File: src/rtl/chain_walker_pkg.sv
package chain_walker_pkg;

    typedef enum logic [2:0] {
        ST_IDLE,
        ST_HDR,
        ST_PAY,
        ST_OUT,
        ST_NEXT,
        ST_DONE
    } walk_state_t;

    // cost of one node: 10 when empty, else 5 plus the payload count
    function automatic logic [15:0] node_cost(input logic [7:0] cnt);
        return (cnt == 8'd0) ? 16'd10 : 16'd5 + {8'd0, cnt};
    endfunction

endpackage

File: src/rtl/chain_cost_acc.sv
module chain_cost_acc #(
    parameter int EW = 32
) (
    input  logic          clk,
    input  logic          rst_n,
    input  logic          clear,
    input  logic          add_en,
    input  logic [7:0]    cnt,
    output logic [EW-1:0] est
);
    import chain_walker_pkg::*;

    always_ff @(posedge clk or negedge rst_n) begin
        if (!rst_n)      est <= '0;
        else if (clear)  est <= '0;
        else if (add_en) est <= est + EW'(node_cost(cnt));
    end

    assert_cost_step_R7: assert property (@(posedge clk) disable iff (!rst_n)
        (add_en && !clear) |=> ((est - $past(est)) >= EW'(5)));

endmodule

File: src/rtl/chain_loop_guard.sv
module chain_loop_guard #(
    parameter int AW    = 24,
    parameter int NW    = 16,
    parameter int FIRST = 32
) (
    input  logic          clk,
    input  logic          rst_n,
    input  logic          clear,
    input  logic [AW-1:0] init_addr,
    input  logic          step,
    input  logic [AW-1:0] nxt_addr,
    output logic          loop_hit
);
    localparam logic [NW-1:0] LIM0 = NW'(FIRST);

    logic [AW-1:0] ckpt;
    logic [NW-1:0] nodes;
    logic [NW-1:0] limit;

    assign loop_hit = step && (nxt_addr == ckpt);

    always_ff @(posedge clk or negedge rst_n) begin
        if (!rst_n) begin
            ckpt  <= '0;
            nodes <= '0;
            limit <= LIM0;
        end else if (clear) begin
            ckpt  <= init_addr;
            nodes <= '0;
            limit <= LIM0;
        end else if (step && !loop_hit) begin
            nodes <= nodes + 1'b1;
            if (nodes + 1'b1 == limit) begin
                ckpt  <= nxt_addr;
                limit <= limit << 1;
            end
        end
    end

    assert_limit_single_R9: assert property (@(posedge clk) disable iff (!rst_n)
        $onehot0(limit));

endmodule

File: src/rtl/chain_walker.sv
module chain_walker #(
    parameter int AW     = 24,
    parameter int MAW    = 21,
    parameter int DW     = 32,
    parameter int CW     = 8,
    parameter int EW     = 32,
    parameter int NW     = 16,
    parameter int FIRSTK = 32
) (
    input  logic           clk,
    input  logic           rst_n,
    input  logic           start,
    input  logic [31:0]    start_addr,
    output logic           busy,
    output logic           done,
    output logic           loop_err,
    output logic           mem_req,
    output logic [MAW-1:0] mem_addr,
    input  logic           mem_rvalid,
    input  logic [DW-1:0]  mem_rdata,
    output logic           pl_valid,
    output logic [DW-1:0]  pl_data,
    input  logic           pl_ready,
    output logic           progress_valid,
    output logic [AW-1:0]  progress_addr,
    output logic [EW-1:0]  cycle_est
);
    import chain_walker_pkg::*;

    localparam int END_BIT = AW - 1;
    localparam logic [MAW-1:0] WMASK = {{(MAW-2){1'b1}}, 2'b00};

    walk_state_t state, nstate;

    logic [AW-1:0] cur_addr, nxt_addr, base_addr, prog_q;
    logic [CW-1:0] cnt_q, idx_q;
    logic [DW-1:0] word_q;
    logic          err_q, pv_q;
    logic          take_start, hdr_rsp, step, loop_hit;

    assign take_start = (state == ST_IDLE) && start;
    assign hdr_rsp    = (state == ST_HDR) && mem_rvalid;
    assign step       = (state == ST_NEXT) && !nxt_addr[END_BIT];

    // state register
    always_ff @(posedge clk or negedge rst_n) begin
        if (!rst_n) state <= ST_IDLE;
        else        state <= nstate;
    end

    // next state and outputs
    always_comb begin
        nstate   = state;
        mem_req  = 1'b0;
        mem_addr = '0;
        pl_valid = 1'b0;
        done     = 1'b0;
        busy     = (state != ST_IDLE);
        unique case (state)
            ST_IDLE: begin
                if (start) nstate = start_addr[END_BIT] ? ST_DONE : ST_HDR;
            end
            ST_HDR: begin
                mem_req  = 1'b1;
                mem_addr = cur_addr[MAW-1:0] & WMASK;
                if (mem_rvalid)
                    nstate = (mem_rdata[DW-1 -: CW] == '0) ? ST_NEXT : ST_PAY;
            end
            ST_PAY: begin
                mem_req  = 1'b1;
                mem_addr = (base_addr[MAW-1:0] + {MAW'(idx_q) + 1'b1, 2'b00}) & WMASK;
                if (mem_rvalid) nstate = ST_OUT;
            end
            ST_OUT: begin
                pl_valid = 1'b1;
                if (pl_ready) nstate = (idx_q + 1'b1 == cnt_q) ? ST_NEXT : ST_PAY;
            end
            ST_NEXT: begin
                if (nxt_addr[END_BIT] || loop_hit) nstate = ST_DONE;
                else                               nstate = ST_HDR;
            end
            ST_DONE: begin
                done   = 1'b1;
                nstate = ST_IDLE;
            end
            default: nstate = ST_IDLE;
        endcase
    end

    // datapath
    always_ff @(posedge clk or negedge rst_n) begin
        if (!rst_n) begin
            cur_addr  <= '0;
            nxt_addr  <= '0;
            base_addr <= '0;
            prog_q    <= '0;
            cnt_q     <= '0;
            idx_q     <= '0;
            word_q    <= '0;
            err_q     <= 1'b0;
            pv_q      <= 1'b0;
        end else begin
            pv_q <= (state == ST_NEXT);
            if (take_start) begin
                cur_addr <= start_addr[AW-1:0];
                err_q    <= 1'b0;
            end
            if (hdr_rsp) begin
                cnt_q     <= mem_rdata[DW-1 -: CW];
                nxt_addr  <= mem_rdata[AW-1:0];
                base_addr <= cur_addr;
                idx_q     <= '0;
            end
            if (state == ST_PAY && mem_rvalid) word_q <= mem_rdata;
            if (state == ST_OUT && pl_ready)   idx_q  <= idx_q + 1'b1;
            if (state == ST_NEXT) begin
                cur_addr <= nxt_addr;
                prog_q   <= nxt_addr;
                if (loop_hit) err_q <= 1'b1;
            end
        end
    end

    assign pl_data        = word_q;
    assign loop_err       = err_q;
    assign progress_valid = pv_q;
    assign progress_addr  = prog_q;

    chain_cost_acc #(.EW(EW)) u_cost (
        .clk    (clk),
        .rst_n  (rst_n),
        .clear  (take_start),
        .add_en (hdr_rsp),
        .cnt    (mem_rdata[DW-1 -: CW]),
        .est    (cycle_est)
    );

    chain_loop_guard #(.AW(AW), .NW(NW), .FIRST(FIRSTK)) u_guard (
        .clk       (clk),
        .rst_n     (rst_n),
        .clear     (take_start),
        .init_addr (start_addr[AW-1:0]),
        .step      (step),
        .nxt_addr  (nxt_addr),
        .loop_hit  (loop_hit)
    );

    assert_hold_word_R4: assert property (@(posedge clk) disable iff (!rst_n)
        (pl_valid && !pl_ready) |=> (pl_valid && $stable(pl_data)));
    assert_end_done_R6: assert property (@(posedge clk) disable iff (!rst_n)
        (progress_valid && progress_addr[END_BIT]) |-> done);
    assert_done_single_R6: assert property (@(posedge clk) disable iff (!rst_n)
        done |=> (!done && !busy));
    assert_err_sticky_R8: assert property (@(posedge clk) disable iff (!rst_n)
        (loop_err && !take_start) |=> loop_err);
    assert_err_ends_R8: assert property (@(posedge clk) disable iff (!rst_n)
        $rose(loop_err) |-> done);

endmodule

File: config.mk
export PLATFORM = sky130hd
export DESIGN_NAME = chain_walker
export DESIGN_NICKNAME = d
export VERILOG_FILES = /design/src/rtl/chain_walker_pkg.sv /design/src/rtl/chain_cost_acc.sv /design/src/rtl/chain_loop_guard.sv /design/src/rtl/chain_walker.sv
export SDC_FILE = /design/constraint.sdc
export NUM_CORES = 1
export LEC_CHECK = 0
export CAP_MARGIN = 15
export CORE_MARGIN = 1.5
export CORE_UTILIZATION = 40
export DETAILED_ROUTE_END_ITERATION = 16
export PLACE_DENSITY_LB_ADDON = 0.3
export SKIP_LAST_GASP = 1
export SYNTH_ARGS = -nofsm -noshare
export SYNTH_HDL_FRONTEND = slang
export SYNTH_SLANG_ARGS = --single-unit
File: constraint.sdc
create_clock -name clk -period 3.2 [get_ports clk]
set_input_delay 0.32 -clock clk [delete_from_list [all_inputs] [get_ports clk]]
set_output_delay 0.32 -clock clk [all_outputs]
set_load 0.02 [all_outputs]
==> metrics.md <==
| Metric | Value |
|---|---|
| Status | complete, but fails checks |
| Failing checks | negative setup slack |
| Final period utilization | 108.5% |
| Total CTS buffers | 25 |
| Core Footprint | approximately 0.027 mm² |
| Critical Path Slowest Stage Cell | dfrtp_1 |
| Final Hold Fails | 0 |
| Clk root buf | clkbuf_16 |
| Pre-Repair DR Iteration Count | 5 |
| Mean Syn Cell Area | between 9 and 10 µm² |
| Row cnt | 60 |
| Top cell type's share of synthesized area | 49.76% |
| Dominant cells by area after synthesis | dfrtp_1, nand2_1, xor2_1 |
| Met1 wire length | 14.64 mm |
| Largest net degree at the start of global routing | between 100 and 150 |
| CTS tree | yes |
| Slew Limit Fails | 0 |
| Clock-pin slew of the registers on the worst-case setup and hold paths | about 0.06 ns |
| Leakage | 7.063 nW |
| Hold crit path type | in -> reg |
| Endpoint class of the critical path | output port |
| Boundary pin count | 184 |
| Sequential Power Share | between 30% and 40% |
| Startpoint Class | flop |
| Post-synthesis instance total | 1,178 |
| Fmax | 288.1 MHz |
| Commonest non-fill, non-tap cell in the layout | nand2_1 |
| Most used cell, CP | buf_4 |
| GRT overflow | 0 |
| Critical path class | reg -> out |
| DIE AREA | roughly 0.029 mm² |
| Crit path max fanout | 3 |
| Total GRT Usage | 21.90% |
| Vias in the first global route | roughly 9.3k |
| Routability congestion estimate from global placement | ~0.9 |
| Maximum vdd ir drop | roughly 520 µV |
| Initial antenna violation count | 1 |
| Setup ws final | -0.2707 ns |
| Clk sinks | 222 |
| Worst rel slew slack | 43.12% |
| Initial Utilization | around two fifths |
| Area growth, synth to finish | 34.29% |
| Fraction of registers with async set/reset | 100.0% |
| Chip height | 169.7 µm |
| Min cycle time layout | 3.471 ns |
| Actual slew at the worst max-slew pin | 0.8533 ns |
| Routed WL per cell | 17.29 µm |
| Clk pwr share | 24.4% |
| Cell variety after synth | 63 |
| EDFF count, synth | 0 |
| Routed Antenna Nets | 0 |
| Max Cap Viol | 0 |
| Finished Layout Cells | 1,810 |
| Dpl cells | approximately 1.7k |
| First-pass GRT wire length | 50.07 mm |
| Switching share of power | 37.81% |
| Hpwl dp | 21.76 mm |
| Sequential area share after synthesis | 50.00% |
| Clock skew | ~0.012 ns |
| Seq cells post-synth | 222 |
| Initial DRC Count | 749 |
| Critical Path RT | 2.88 ns |
| Worst EP arrival | around 3.2 ns |
| Hold path depth | 3 |
| Final wirelength | 31.29 mm |
| IO buf count | 173 |
| Commonest cells after routing, fill and taps aside | nand2_1, dfrtp_1, clkdlybuf4s50_1, buf_4, nor2_1 |
| Met2 WL | 14.14 mm |
| Highest Signal Layer | met4 |
| CP cell instances | ha_2 > inv_1 > fa_2 > nor2b_4 > o21a_1 > o21ai_2 > a21oi_2 > buf_4 > o211ai_1 > a21oi_1 > xnor2_1 > o21ai_1 > buf_4 |
| Mapped Area | around 0.011 mm² |
| Vias per std cell | roughly 5 |
| H-tree depth | 1 |
| Share of layout cells above drive strength 1 | 16.21% |
| DIE WIDTH | 169.7 µm |
| Setup TNS | -2.370 ns |
| Routed wl met3 | 1.870 mm |
| Total internal power | 8.003 mW |
| Slowest stage delay, CP | a little under 0.4 ns |
| Power density cells | 862.3 mW/mm² |
| # nets final | 1,511 |
| Clock buffer depth | 3 |
| R2r worst-path depth | 10 |
| RSZ-0062 raised after global routing | yes |
| Final Setup Violations | 11 |
| Cell accounting for the most synthesized area | dfrtp_1 |
| Drt drc | 0 |
| Comb power frac | between 30% and 40% |
| Total via count in the routed design | 9,325 |
| Worst skew pair latency | 0.53 ns |
| Ys Warns | 0 |
| P_sw | 4.866 mW |
| Main flop type after synthesis | dfrtp_1 |
==> power by group through the flow <==
stage | logic [mW] | clock network (mW) | registers, mW
floorplan | 2.51 | 0 | 4.81
global placement | 4.93 | 0 | 4.62
detailed placement | 5.01 | 0 | 4.66
CTS | 5.06 | 3.19 | 4.63
global route | 5.59 | 3.30 | 4.77
finish | 5.08 | 3.14 | 4.65
==> through the flow <==
step / instance area [µm²] / hold slack [ns] / power, mW / worst slack (ns) / utilization (%)
CTS: 14760 / 0.3164 / 12.88 / -0.2613 / 54.46
global route: 14920 / 0.3524 / 13.65 / -0.4120 / 55.07
floorplan: 11120 / 0.02441 / 7.316 / 0.01165 / -
finish: 14920 / 0.3279 / 12.87 / -0.2707 / 55.07
detailed placement: 13680 / 0.4257 / 9.663 / -0.4665 / 50.47
global placement: 13680 / 0.4315 / 9.552 / -0.5086 / 50.47
==> critical path: cells and delay by family (launching register included) <==
kind	cells	cell delay [ns]
buffers and inverters	3	0.39
xor gates and xnor gates	1	0.09
DFF	1	0.39
AOI/OAI and AO/OA	6	0.94
and+or+nand+nor	1	0.12
adders and majority gates	2	0.71
==> Yosys cell counts, types with 3 or more instances <==
master    count
xor2_1       53
a22o_1        3
clkbuf_1     38
nor2_1       65
nand4_1       9
ha_1         22
o211ai_1      4
or3_1         3
buf_1         6
and3_1       13
nand3_1      47
nand2_1     315
nor3b_1       4
nor2b_1       9
and2_1       10
nor4_1        8
nor3_1        5
inv_1        26
mux2i_1      36
a21oi_1      18
a211oi_1      8
o21ai_1      27
nand3b_1      3
mux2_2       33
xnor2_1      47
dfrtp_1     221
a32o_1        3
o21ai_0      69
o31ai_1      12
nand2b_1      8
o21a_1        4
==> worst paths after layout <==
kind                              startpoint                 to  slack [ns]
max                                 idx_q[0]       mem_addr[14]       -0.27
min                            start_addr[0]    u_guard.ckpt[0]        0.33
max reg2reg                 u_guard.nodes[0]   u_guard.ckpt[13]        0.52
min reg2reg                progress_addr[22]  progress_addr[22]        0.47
max in group asynchronous              rst_n      u_cost.est[3]        1.88
min in group asynchronous              rst_n           idx_q[5]        0.43
==> repair_timing <==
action | 4_1_cts | 5_1_grt
setup endpoints to repair | 16 | 19
buffers inserted | 10 | 5
hold buffers | 1 | 0
pin swaps | 29 | 29
hold endpoints to repair | 100 | 0
gates resized for setup | 113 | 25
==> final cells by class <==
cell class                      count  area, µm²
Clock inverter                     13      207.7
Sequential cell                   222       5557
Timing Repair Buffer              263       2420
Tap cell                          372      465.4
Fill cell                        2402      12180
Antenna cell                        1      2.502
Multi-Input combinational cell    877       5468
Inverter                           29      108.9
Clock buffer                       33      695.7
==> flip-flops by register name (all words and copies together), names as in the netlist <==
name            cells
pl_data            32
u_cost.est         32
nxt_addr           24
progress_addr      24
u_guard.ckpt       24
base_addr          19
cur_addr           19
u_guard.nodes      16
u_guard.limit      11
cnt_q               8
idx_q               8
state               3
loop_err            1
progress_valid      1
==> per-layer routing <==
layer / GRT usage [%] / vias up
met1: 31.36 / 4572
met2: 34.84 / 278
met3: 3.312 / 44
li1: - / 4431
met5: 0 / -
met4: 5.310 / 0
==> cells by family after synthesis <==
group / share of synthesized area (%)
adder cells (fa/ha/maj): 2.837
multiplexers: 6.586
other: 0.03374
buffers and inverters: 3.209
AND/OR/NAND/NOR: 20.51
flip-flops: 50.00
XOR/XNOR: 7.881
AO/OA/AOI/OAI: 8.940
(Power assumes the default switching activity.)
